### src/rtl/sft_pkg.sv
package sft_pkg;
    typedef enum logic {
        ST_IDLE = 1'b0,
        ST_RUN  = 1'b1
    } sft_state_e;
endpackage

### src/rtl/sft_bit_timer.sv
module sft_bit_timer #(
    parameter int CYC_PER_BIT = 63
) (
    input  logic clk,
    input  logic rst_n,
    input  logic run_i,
    output logic bit_end_o
);
    localparam int CW = (CYC_PER_BIT > 1) ? $clog2(CYC_PER_BIT) : 1;
    localparam logic [CW-1:0] LAST = CW'(CYC_PER_BIT - 1);

    typedef struct packed {
        logic [CW-1:0] cnt;
    } tmr_t;

    tmr_t cur_q, nxt_d;

    // Cycle counter inside one bit period; restarts at every bit boundary
    always_comb begin
        nxt_d = cur_q;
        if (!run_i) begin
            nxt_d.cnt = '0;
        end else if (cur_q.cnt == LAST) begin
            nxt_d.cnt = '0;
        end else begin
            nxt_d.cnt = cur_q.cnt + CW'(1);
        end
    end

    always_ff @(posedge clk or negedge rst_n) begin
        if (!rst_n) begin
            cur_q <= '0;
        end else begin
            cur_q <= nxt_d;
        end
    end

    assign bit_end_o = run_i && (cur_q.cnt == LAST);
endmodule

### src/rtl/sft_frame_ctrl.sv
module sft_frame_ctrl
    import sft_pkg::*;
#(
    parameter int DATA_W = 8,
    parameter int STOP_W = 4
) (
    input  logic              clk,
    input  logic              rst_n,
    input  logic              start_i,
    input  logic [DATA_W-1:0] data_i,
    input  logic [STOP_W-1:0] stop_i,
    input  logic              mark_i,
    input  logic              bit_end_i,
    output logic              line_o,
    output logic              done_o,
    output logic              busy_o,
    output logic              mark_o
);
    localparam int MAX_BITS = 1 + DATA_W + (2 ** STOP_W - 1);
    localparam int IW       = $clog2(MAX_BITS + 1);

    typedef struct packed {
        sft_state_e        state;
        logic [DATA_W-1:0] sh;
        logic [IW-1:0]     idx;
        logic [IW-1:0]     last;
        logic              mark;
        logic              line;
        logic              done;
    } frm_t;

    frm_t cur_q, nxt_d;
    logic [STOP_W-1:0] eff_stop;

    assign eff_stop = (stop_i == '0) ? STOP_W'(1) : stop_i;

    always_comb begin
        nxt_d      = cur_q;
        nxt_d.done = 1'b0;
        case (cur_q.state)
            ST_IDLE: begin
                if (start_i) begin
                    nxt_d.state = ST_RUN;
                    nxt_d.sh    = data_i;
                    nxt_d.mark  = mark_i;
                    nxt_d.idx   = '0;
                    nxt_d.last  = IW'(DATA_W) + IW'(eff_stop);
                    // start bit is low, except in mark-only mode
                    nxt_d.line  = mark_i;
                end
            end
            ST_RUN: begin
                if (bit_end_i) begin
                    if (cur_q.idx == cur_q.last) begin
                        nxt_d.state = ST_IDLE;
                        nxt_d.line  = 1'b0;
                        nxt_d.done  = 1'b1;
                    end else begin
                        nxt_d.idx = cur_q.idx + IW'(1);
                        if (nxt_d.idx <= IW'(DATA_W)) begin
                            nxt_d.line = cur_q.mark | cur_q.sh[0];
                            nxt_d.sh   = cur_q.sh >> 1;
                        end else begin
                            nxt_d.line = 1'b1;
                        end
                    end
                end
            end
            default: nxt_d.state = ST_IDLE;
        endcase
    end

    always_ff @(posedge clk or negedge rst_n) begin
        if (!rst_n) begin
            cur_q <= '0;
        end else begin
            cur_q <= nxt_d;
        end
    end

    assign line_o = cur_q.line;
    assign done_o = cur_q.done;
    assign busy_o = (cur_q.state == ST_RUN);
    assign mark_o = cur_q.mark;
endmodule

### src/rtl/sft_frame_tx.sv
module sft_frame_tx #(
    parameter int CYC_PER_BIT = 63,
    parameter int DATA_W      = 8,
    parameter int STOP_W      = 4
) (
    input  logic              clk,
    input  logic              rst_n,
    input  logic              start_i,
    input  logic [DATA_W-1:0] data_i,
    input  logic [STOP_W-1:0] stop_cnt_i,
    input  logic              mark_only_i,
    output logic              line_o,
    output logic              done_o
);
    logic busy;
    logic bit_end;
    logic mark_q;

    sft_bit_timer #(
        .CYC_PER_BIT(CYC_PER_BIT)
    ) u_timer (
        .clk      (clk),
        .rst_n    (rst_n),
        .run_i    (busy),
        .bit_end_o(bit_end)
    );

    sft_frame_ctrl #(
        .DATA_W(DATA_W),
        .STOP_W(STOP_W)
    ) u_ctrl (
        .clk      (clk),
        .rst_n    (rst_n),
        .start_i  (start_i),
        .data_i   (data_i),
        .stop_i   (stop_cnt_i),
        .mark_i   (mark_only_i),
        .bit_end_i(bit_end),
        .line_o   (line_o),
        .done_o   (done_o),
        .busy_o   (busy),
        .mark_o   (mark_q)
    );
endmodule

### config.mk
export PLATFORM = sky130hd
export DESIGN_NAME = sft_frame_tx
export DESIGN_NICKNAME = d
export VERILOG_FILES = /design/src/rtl/sft_pkg.sv /design/src/rtl/sft_bit_timer.sv /design/src/rtl/sft_frame_ctrl.sv /design/src/rtl/sft_frame_tx.sv
export SDC_FILE = /design/constraint.sdc
export NUM_CORES = 1
export LEC_CHECK = 0
export BUFFER_PORTS_ARGS = -buffer_cell sky130_fd_sc_hd__buf_2
export CAP_MARGIN = 10
export CORE_AREA = 2 2 64 66
export DETAILED_ROUTE_END_ITERATION = 8
export DIE_AREA = 0 0 66 68
export HOLD_SLACK_MARGIN = 0.12
export PLACE_DENSITY = 0.62
export SLEW_MARGIN = 25
export SYNTH_ARGS = -nofsm -noshare
export SYNTH_HDL_FRONTEND = slang
export SYNTH_HIERARCHICAL = 1
export SYNTH_SLANG_ARGS = --single-unit
### constraint.sdc
create_clock -name clk -period 2.5 [get_ports clk]
set_input_delay 0.125 -clock clk [delete_from_list [all_inputs] [get_ports clk]]
set_output_delay 0.125 -clock clk [all_outputs]
set_load 0.03 [all_outputs]
==> results of run 1 <==
==> worst max-delay path: cells and delay by family (launching register included) <==
kind	cells	cell delay (ns)
mux	2	0.43
flops	1	0.43
buf+inv	1	0.07
compound gates	1	0.21
fa+ha+maj	1	0.14
simple gates	3	0.75
==> registers in the layout, indices dropped and copies added (netlist names) <==
register and flops:
u_ctrl/line_o 1, u_ctrl/done_o 1, u_ctrl/mark_o 1, u_timer/cur_q 6, u_ctrl/busy_o 1, u_ctrl/cur_q 18
==> layout make-up <==
cell class,count,area (µm²)
multi-input cells,100,712
repair buffers,25,163
flip-flops and latches,28,701
well taps,50,62.6
clock buffers,3,41.3
fillers,397,2170
inverters,3,11.3
==> per-stage QoR <==
step | hold slack, ns | std cells | total power [mW]
after floorplan | -0.171 | 136 | 0.498
after global placement | 0.168 | 199 | 0.523
after detailed placement | 0.184 | 199 | 0.525
after CTS | 0.199 | 209 | 0.774
after global routing | 0.205 | 209 | 0.797
final | 0.203 | 209 | 0.760
==> how the worst max path moves through the flow <==
stage	from	end	slack, ns	cells past startpoint
2_1_floorplan	u_ctrl/cur_q[8]	u_ctrl/cur_q[13]	0.72	6
3_3_place_gp	u_timer/cur_q[0]	u_ctrl/cur_q[10]	0.54	8
3_5_place_dp	u_timer/cur_q[0]	u_ctrl/cur_q[10]	0.43	8
4_1_cts	u_timer/cur_q[0]	u_ctrl/cur_q[10]	0.40	8
5_1_grt	u_timer/cur_q[0]	u_ctrl/cur_q[10]	0.16	8
6_report	u_timer/cur_q[0]	u_ctrl/cur_q[10]	0.41	8
==> metal layers <==
layer | global-route usage [%] | vias to the layer above | share of wire (%)
li1 | - | 517 | -
met2 | 21.6 | 17 | 49
met5 | 0 | - | 0
met1 | 17.6 | 490 | 47
met3 | 3.62 | 2 | 3.2
met4 | 3.06 | 0 | 0.62
==> synth_stat cells (all sizes together) <==
library cell and n:
nor3 3, nor2b 1, nor2 8, a21oi 4, xnor2 6, nand3 13, nand2 23, inv 3
xor2 4, and2 2, nand2b 1, a221o 1, buf 3, and4bb 1, clkbuf 2, and3 2
o21ai 10, dfrtp 28, ha 3, or3 1, mux2 8, a22o 8, mux2i 1
==> cell families (layout without fill, tap and decap cells) <==
family          Yosys count  after routing  share of synthesized area (%)
compound gates           23             23                           12.7
xor+xnor                 10             10                           6.55
mux                       9              9                           8.70
fa+ha+maj                 3              3                           2.58
flops                    28             28                           48.2
simple gates             55             55                           18.5
buf+inv                   8             31                           2.76
==> report_power, final <==
| group | leakage, nW | total, mW | internal (mW) | switching, mW |
|---|---|---|---|---|
| Clock | 0.0216 | 0.237 | 0.108 | 0.130 |
| Combinational | 0.453 | 0.0520 | 0.0287 | 0.0233 |
| Sequential | 0.333 | 0.471 | 0.464 | 0.00722 |
| Total | 0.808 | 0.760 | 0.600 | 0.160 |
==> run_results.csv, run 1 <==
group,metric,value,unit
run_status,status,"finished clean",
global_route,antenna_found_initial,0,
cts,htree_levels,1,
timing,setup_slack,0.408,ns
critical_path,crit_type,"flip-flop to flip-flop",
cts,ctsHoldBuffers,7,
synth,synth_area,1450,µm²
final_layout,drive_gt1_share,24.5,%
critical_path,required,2.70,ns
floorplanning,die_x,66,µm
route,wire_per_inst,13.0,µm
floorplanning,dieHeight,68,µm
cts,ctsRootBufferMaster,"clkbuf_8",
critical_path,worstSetupStartpointType,"flip-flop",
final_layout,n_antenna_cell,0,
floorplanning,core,3860,µm²
cts,cts_resized,0,
floorplanning,die_area,4490,µm²
synth,ys_warn_count,6,
route,viasPerCell,4.91,
timing,setup_viol,0,
synth,synthesis.nets,155,
critical_path,endpoint_kind,"flip-flop",
timing,finalHoldViolCount,0,
final_layout,layout_commonest_cell,"dfrtp_1",
global_route,grt_pass1_wl,4.55,mm
route,ant_nets,0,
global_route,grt_max_degree,29,
synth,ys_ff_latch,28,
cts,clockBufferDepth,2,
final_layout,fin_util,43.8,%
global_route,grt_pass1_vias,969,
route,drt_pass1_iterations,4,
critical_path,reg2reg_slack,0.41,ns
route,vias,1026,
timing,rsz0062_at_grt,"no",
synth,synth_top_area_cell,"dfrtp_1",
timing,period_share,83.7,%
synth,syn_inst,136,
min_path,min_from,"data_i[0]",
cts,post-cts-setup-buffers,0,
timing,slew_violations,0,
cts,cts_tree,"built",
critical_path,regToRegEndpoint,"u_ctrl/cur_q[10]",
critical_path,reg2reg_from,"u_timer/cur_q[0]",
cts,cts.sinks,28,
critical_path,cp_cell_sequence,"inv_1, ha_1, nand2_1, nor3_1, and2_1, o21ai_2, mux2_2, mux2i_1",
timing,relSlewSlack,46.1,%
critical_path,slowest_stage,"dfrtp_1",
global_route,grt_overflow,0,
critical_path,cp_max_fo,10,
min_path,holdCritPathClass,"primary input to flip-flop",
timing,skew,0.0104,ns
place,place_congestion,0.792,
route,drc,0,
critical_path,r2r_cells,8,
global_route,grt_use_total,13.2,%
cts,clock_latency,0.27,ns
timing,fin_crit,2.09,ns
place,place_ws,0.434,ns
job,drv_cap,0,
critical_path,crit_arrival,2.29,ns
critical_path,crit_path_max_incr_delay,0.43,ns
power,peakVddDrop,0.339,mV
place,post_dp_cell_area,1580,µm²
synth,yosys-top-cells-area,"dfrtp_1, mux2_4, nand2_1",
min_path,hold_end,"u_ctrl/cur_q[13]",
final_layout,final_cell_mix,"dfrtp_1, nand2_1, buf_2, nand3_1",
final_layout,area_delta_synth_final,16.4,%
timing,fin_tns_setup,0,ns
synth,avgSynthCellArea,10.7,µm²
synth,ys_types,32,
timing,tightest_slew,0.807,ns
final_layout,nNetsFinal,180,
floorplanning,initial_core_util,37.7,%
place,place_hpwl,1.98,mm
timing,max_freq,478,MHz
synth,ys_seq_area_share,48.2,%
synth,synth_top_area_share,48.2,%
floorplanning,rows,23,
place,port_buffers,17,
route,drtIter0Drc,159,
power,p_leak,0.808,nW
min_path,min_path_cells,3,
final_layout,stdcell_area,1690,µm²
route,wl,2.72,mm
floorplanning,io_pins,18,
cts,clk_pin_slew,0.09,ns
power,powerDensity,450,nW/µm²
cts,cts_buffers,3,
No activity file was read; power rests on OpenSTA's default activity.
==> run 2, diff against run 1 <==
--- a/config.mk
+++ b/config.mk
@@ -5,13 +5,14 @@
 export SDC_FILE = /design/constraint.sdc
 export NUM_CORES = 1
 export LEC_CHECK = 0
+export ABC_AREA = 1
 export BUFFER_PORTS_ARGS = -buffer_cell sky130_fd_sc_hd__buf_2
 export CAP_MARGIN = 10
 export CORE_AREA = 2 2 64 66
 export DETAILED_ROUTE_END_ITERATION = 8
 export DIE_AREA = 0 0 66 68
 export HOLD_SLACK_MARGIN = 0.12
-export PLACE_DENSITY = 0.62
+export PLACE_DENSITY = 0.65
 export SLEW_MARGIN = 25
 export SYNTH_ARGS = -nofsm -noshare
 export SYNTH_HDL_FRONTEND = slang
==> constraint.sdc (replaced) <==
create_clock -name clk -period 1.8 [get_ports clk]
set_input_delay 0.09 -clock clk [delete_from_list [all_inputs] [get_ports clk]]
set_output_delay 0.09 -clock clk [all_outputs]
set_load 0.03 [all_outputs]
==> run_results.csv, run 2 <==
group,metric,value,unit
run_status,status,"finished clean",
floorplanning,io_pins,18,
timing,setup_viol,0,
timing,fin_crit,1.61,ns
synth,ys_seq_area_share,47.2,%
synth,synthesis.nets,189,
critical_path,crit_path_max_incr_delay,0.48,ns
route,viasPerCell,4.67,
critical_path,critPathTopFamily,"simple AND/OR/NAND/NOR gates",
critical_path,endpoint_kind,"flip-flop",
power,p_total,2.17,mW
power,powerDensity,1230,nW/µm²
timing,max_freq,620,MHz
place,place_congestion,0.777,
timing,relSlewSlack,58.5,%
final_layout,multi_input_area,693,µm²
global_route,grt_use_total,14.1,%
cts,cts_tree,"built",
power,p_leak,0.895,nW
critical_path,reg2reg_from,"u_ctrl/cur_q[8]",
cts,htree_levels,1,
timing,finalHoldViolCount,0,
power,peakVddDrop,0.662,mV
critical_path,regToRegEndpoint,"u_ctrl/cur_q[18]",
synth,synthArstFlopShare,100,%
critical_path,required,1.97,ns
route,vias,1159,
timing,slew_violations,0,
route,drc,0,
final_layout,fillers,395,
final_layout,n_antenna_cell,0,
cts,clockBufferDepth,2,
min_path,min_path_cells,4,
min_path,holdCritPathClass,"primary input to flip-flop",
critical_path,slowest_stage,"dfrtp_1",
floorplanning,dieHeight,68,µm
route,drtIter0Drc,25,
synth,avgSynthCellArea,8.74,µm²
timing,fin_tns_setup,0,ns
route,dr_wl_met2,1.27,mm
floorplanning,core,3860,µm²
cts,clock_latency,0.27,ns
critical_path,crit_arrival,1.79,ns
place,port_buffers,17,
floorplanning,initial_core_util,38.5,%
route,wl_met3,56,µm
timing,period_share,89.6,%
synth,ys_warn_count,6,
critical_path,crit_buf_inv,1,
critical_path,r2r_cells,10,
critical_path,reg2reg_slack,0.19,ns
global_route,grt_pass1_wl,4.78,mm
floorplanning,rows,23,
synth,syn_inst,170,
final_layout,nNetsFinal,218,
route,wire_per_inst,11.0,µm
critical_path,cp_max_fo,8,
min_path,min_from,"data_i[6]",
synth,yosysMostFrequentCell,"nand2_1",
floorplanning,die_x,66,µm
final_layout,layout_commonest_cell,"nand2_1",
floorplanning,die_area,4490,µm²
cts,clk_pin_slew,0.09,ns
timing,tightest_slew,0.622,ns
critical_path,crit_type,"flip-flop to flip-flop",
synth,synth_commonest_cells,"nand2_1, dfrtp_1, inv_1, nor2_1",
global_route,grt_max_degree,29,
synth,ys_types,28,
synth,synth_edf_count,0,
cts,cts_buffers,3,
synth,yosys-top-cells-area,"dfrtp_1, nand2_1, a22o_1",
place,place_hpwl,1.93,mm
global_route,antenna_found_initial,0,
critical_path,cpMostUsedCell,"nand2_1",
global_route,grt_pass1_vias,1067,
final_layout,largest_registers,"u_ctrl/cur_q: 18 flops, u_timer/cur_q: 6 flops",
synth,yosys_most_used_dff,"dfrtp_1",
final_layout,drive_gt1_share,22.2,%
cts,ctsRootBufferMaster,"clkbuf_8",
final_layout,top_register,"u_ctrl/cur_q",
timing,rsz0062_at_grt,"no",
final_layout,final_cell_mix,"nand2_1, dfrtp_1, buf_2, inv_1, nor2_1",
synth,ys_ff_latch,28,
place,post_dp_cell_area,1620,µm²
route,top_layer,"met4",
timing,skew,0.00445,ns
route,wl,2.73,mm
cts,post-cts-setup-buffers,0,
route,drt_pass1_iterations,4,
route,drt-met1-wl,1.34,mm
final_layout,stdcell_area,1760,µm²
cts,cts.sinks,28,
synth,synth_top_area_cell,"dfrtp_1",
min_path,hold_end,"u_ctrl/cur_q[19]",
final_layout,largest_reg_flops,18,
synth,synth_top_area_share,47.2,%
job,drv_cap,0,
critical_path,cp_cell_sequence,"ha_1, nand3_1, nand2_1, nand2_1, inv_2, nand2_1, nand2_4, nand3_4, nand2_1, nand2_1",
route,ant_nets,0,
final_layout,regArea,701,µm²
critical_path,cp.depth,10,
critical_path,worstSetupStartpointType,"flip-flop",
synth,synth_area,1490,µm²
global_route,grt_overflow,0,
final_layout,area_delta_synth_final,18.8,%
==> run 2: changes by cell type in the layout (fill, tap and decap cells not counted), sizes merged, moves of 2 or more <==
| cell | change |
|---|---|
| nand3 | -3 |
| a21oi | -3 |
| nor2 | +6 |
| and3 | -2 |
| nand4 | +10 |
| xnor2 | -3 |
| and2 | -2 |
| mux2 | -8 |
| nand2 | +31 |
| inv | +15 |
==> run 2: worst reg2reg max path, delay by kind of cell (launching register included) <==
kind          cells  cell delay [ns]
buf+inv           1             0.05
flops             1             0.48
fa+ha+maj         1             0.27
simple gates      8             0.70
==> run 2: per-stage QoR <==
stage	instances	hold WS (ns)	setup slack (ns)	util [%]
3_3_place_gp	236	0.151	0.181	42.1
4_1_cts	248	0.186	0.145	45.6
3_5_place_dp	236	0.154	0.153	42.1
5_1_grt	248	0.195	0.0119	45.7
6_report	248	0.193	0.187	45.7
2_1_floorplan	170	-0.206	0.255	-
==> run 2: final cells by class <==
cell class	count	share of cell area, %
Clock buffer	4	3.12
Multi-Input combinational cell	120	39.3
Inverter	19	4.11
Timing Repair Buffer	27	10.2
Tap cell	50	3.55
Sequential cell	28	39.7
==> run 2: what timing repair did <==
item / 4_1_cts / 5_1_grt
hold buffers: 8 / 0
setup endpoints to repair: 0 / 6
endpoints found under the hold margin: 35 / 0
gates resized for setup: 0 / 1
==> run 2: cells by family (layout without fill, tap and decap cells) <==
group,count (synthesis),after routing,share of synthesized area (%)
AO/OA/AOI/OAI,21,21,9.35
flip-flops,28,28,47.2
AND/OR/NAND/NOR,90,90,30.9
adder cells (fa/ha/maj),3,3,2.53
XOR/XNOR,6,6,3.54
buffers and inverters,22,50,6.49
==> run 2: where the power goes <==
group	switching, mW	total (mW)	internal, mW	leakage [nW]
Combinational	0.462	0.802	0.340	0.517
Sequential	0.197	0.987	0.790	0.350
Clock	0.189	0.385	0.196	0.0288
==> run 2: worst max-delay path by stage <==
stage                            end              from
floorplan            u_ctrl/cur_q[8]  u_timer/cur_q[0]
global placement     u_ctrl/cur_q[8]  u_timer/cur_q[0]
detailed placement   u_ctrl/cur_q[8]  u_timer/cur_q[0]
CTS                  u_ctrl/cur_q[8]  u_timer/cur_q[0]
global route        u_ctrl/cur_q[14]   u_ctrl/cur_q[8]
finish              u_ctrl/cur_q[18]   u_ctrl/cur_q[8]
==> run 2: metal layers <==
metal  GRT usage [%]  vias up
met1            18.5      527
met4            7.65        0
li1                -      614
met2            22.7       13
met5               0        -
met3            2.14        5
==> run 3, diff against run 2 <==
--- a/config.mk
+++ b/config.mk
@@ -12,7 +12,6 @@
 export DETAILED_ROUTE_END_ITERATION = 8
 export DIE_AREA = 0 0 66 68
 export HOLD_SLACK_MARGIN = 0.12
-export PLACE_DENSITY = 0.65
 export SLEW_MARGIN = 25
 export SYNTH_ARGS = -nofsm -noshare
 export SYNTH_HDL_FRONTEND = slang
==> run_results.csv, run 3 (synthesis gave the netlist of run 2 again) <==
group,metric,value,unit
timing,skew,0.00112,ns
place,place_congestion,0.771,
final_layout,fin_util,45.7,%
power,swShare,39.4,%
cts,cts_tree,"built",
place,post_dp_cell_area,1620,µm²
timing,period_share,88.7,%
power,power_frac_clock,17.6,%
global_route,grt_overflow,0,
timing,max_freq,626,MHz
final_layout,final_cell_mix,"nand2_1, dfrtp_1, buf_2, inv_1, nor2_1",
power,peakVddDrop,0.619,mV
min_path,holdCritPathClass,"primary input to flip-flop",
critical_path,endpoint_kind,"flip-flop",
cts,cts_buffers,3,
timing,tightest_slew,0.624,ns
job,drv_cap,0,
power,p_total,2.19,mW
timing,slew_violations,0,
timing,worst_hold_slack,0.183,ns
route,vias,1180,
floorplanning,core,3860,µm²
cts,clockBufferDepth,2,
place,port_buffers,17,
route,ant_nets,0,
timing,fin_tns_setup,0,ns
route,wire_per_inst,11.2,µm
global_route,grt_use_total,15.0,%
critical_path,worstSetupStartpointType,"flip-flop",
final_layout,layout_commonest_cell,"nand2_1",
route,wl,2.79,mm
power,power.switching,0.863,mW
final_layout,stdcell_area,1760,µm²
critical_path,r2r_cells,10,
final_layout,area_delta_synth_final,18.8,%
final_layout,nNetsFinal,218,
global_route,grt_pass1_wl,5.21,mm
power,p_leak,0.895,nW
place,place_hpwl,2.04,mm
power,internal-power,1.33,mW
critical_path,crit_arrival,1.76,ns
route,drtIter0Drc,37,
route,drc,0,
power,powerDensity,1240,nW/µm²
timing,rsz0062_at_grt,"no",
final_layout,largest_reg_flops,18,
critical_path,crit_type,"flip-flop to flip-flop",
route,viasPerCell,4.76,
critical_path,cp_max_fo,8,
min_path,min_path_cells,4,
cts,clk_pin_slew,0.09,ns
critical_path,required,1.97,ns
global_route,antenna_found_initial,0,
cts,clock_latency,0.27,ns
floorplanning,dieHeight,68,µm
cts,cts.sinks,28,
route,drt_pass1_iterations,4,
global_route,grt_pass1_vias,1238,
power,p_seq_share,45.1,%
floorplanning,die_x,66,µm
floorplanning,io_pins,18,
final_layout,n_antenna_cell,0,
final_layout,largest_registers,"u_ctrl/cur_q: 18 flops, u_timer/cur_q: 6 flops",
floorplanning,initial_core_util,38.5,%
final_layout,top_register,"u_ctrl/cur_q",
cts,ctsRootBufferMaster,"clkbuf_8",
floorplanning,die_area,4490,µm²
timing,setup_viol,0,
global_route,grt_max_degree,29,
timing,fin_crit,1.60,ns
final_layout,drive_gt1_share,22.2,%
cts,htree_levels,1,
power,p_comb_share,37.4,%
run_status,status,"finished clean",
timing,finalHoldViolCount,0,
timing,relSlewSlack,58.4,%
floorplanning,rows,23,
-- run 3: cell counts in the layout (fill, tap and decap cells not counted) --
Identical to the previous run, type by type.
-- run 3: final timing paths --
check | start | end | slack [ns]
worst max-delay path | u_ctrl/cur_q[8] | u_ctrl/cur_q[13] | 0.20
max in group asynchronous | rst_n | u_ctrl/cur_q[13] | 1.03
min in group asynchronous | rst_n | u_ctrl/cur_q[6] | 0.36
worst min-delay path | data_i[3] | u_ctrl/cur_q[16] | 0.18
worst min register to register | u_ctrl/cur_q[19] | u_ctrl/cur_q[19] | 0.48
worst max register to register | u_ctrl/cur_q[8] | u_ctrl/cur_q[13] | 0.20
-- run 3: what timing repair did --
action                                  in CTS  in global routing
hold endpoints to repair                    35                  0
gates resized for setup                      0                  1
endpoints found under the setup margin       0                  5
hold buffers                                 8                  0
buffers inserted                             0                  0
-- run 3: area by class of cell --
class                           count  area (µm²)
Fill cell                         402        2090
Sequential cell                    28         701
Multi-Input combinational cell    120         693
Timing Repair Buffer               27         180
Inverter                           19        72.6
Tap cell                           50        62.6
Clock buffer                        4        55.1
-- run 3: stage by stage --
step                      worst slack [ns]  instances
after global placement               0.186        236
after CTS                            0.136        248
after detailed placement             0.147        236
after floorplan                      0.255        170
after global routing                0.0125        248
final                                0.203        248
-- run 3: critical path: stages (launching register included) --
cell and delay [ns]:
dfrtp_1 0.47, ha_1 0.27, nand3_1 0.09, nand2_1 0.07
nand2_1 0.06, inv_2 0.05, nand2_1 0.10, nand2_4 0.13
nand3_4 0.12, nand2_1 0.09, nand2_1 0.05
-- run 3: routing by layer --
metal / track usage [%] / vias to the layer above / share of wire (%)
li1: - / 613 / -
met1: 18.7 / 544 / 47
met3: 1.97 / 5 / 2.9
met4: 6.63 / 0 / 1.8
met2: 26.4 / 18 / 48
met5: 0 / - / 0
-- run 3: power groups by stage --
stage / logic [mW] / clock network [mW] / registers [mW]
final: 0.819 / 0.384 / 0.987
after global routing: 0.957 / 0.421 / 1.01
after CTS: 0.831 / 0.395 / 0.987
after detailed placement: 0.814 / 0 / 1.00
after global placement: 0.776 / 0 / 0.994
after floorplan: 0.660 / 0 / 0.960
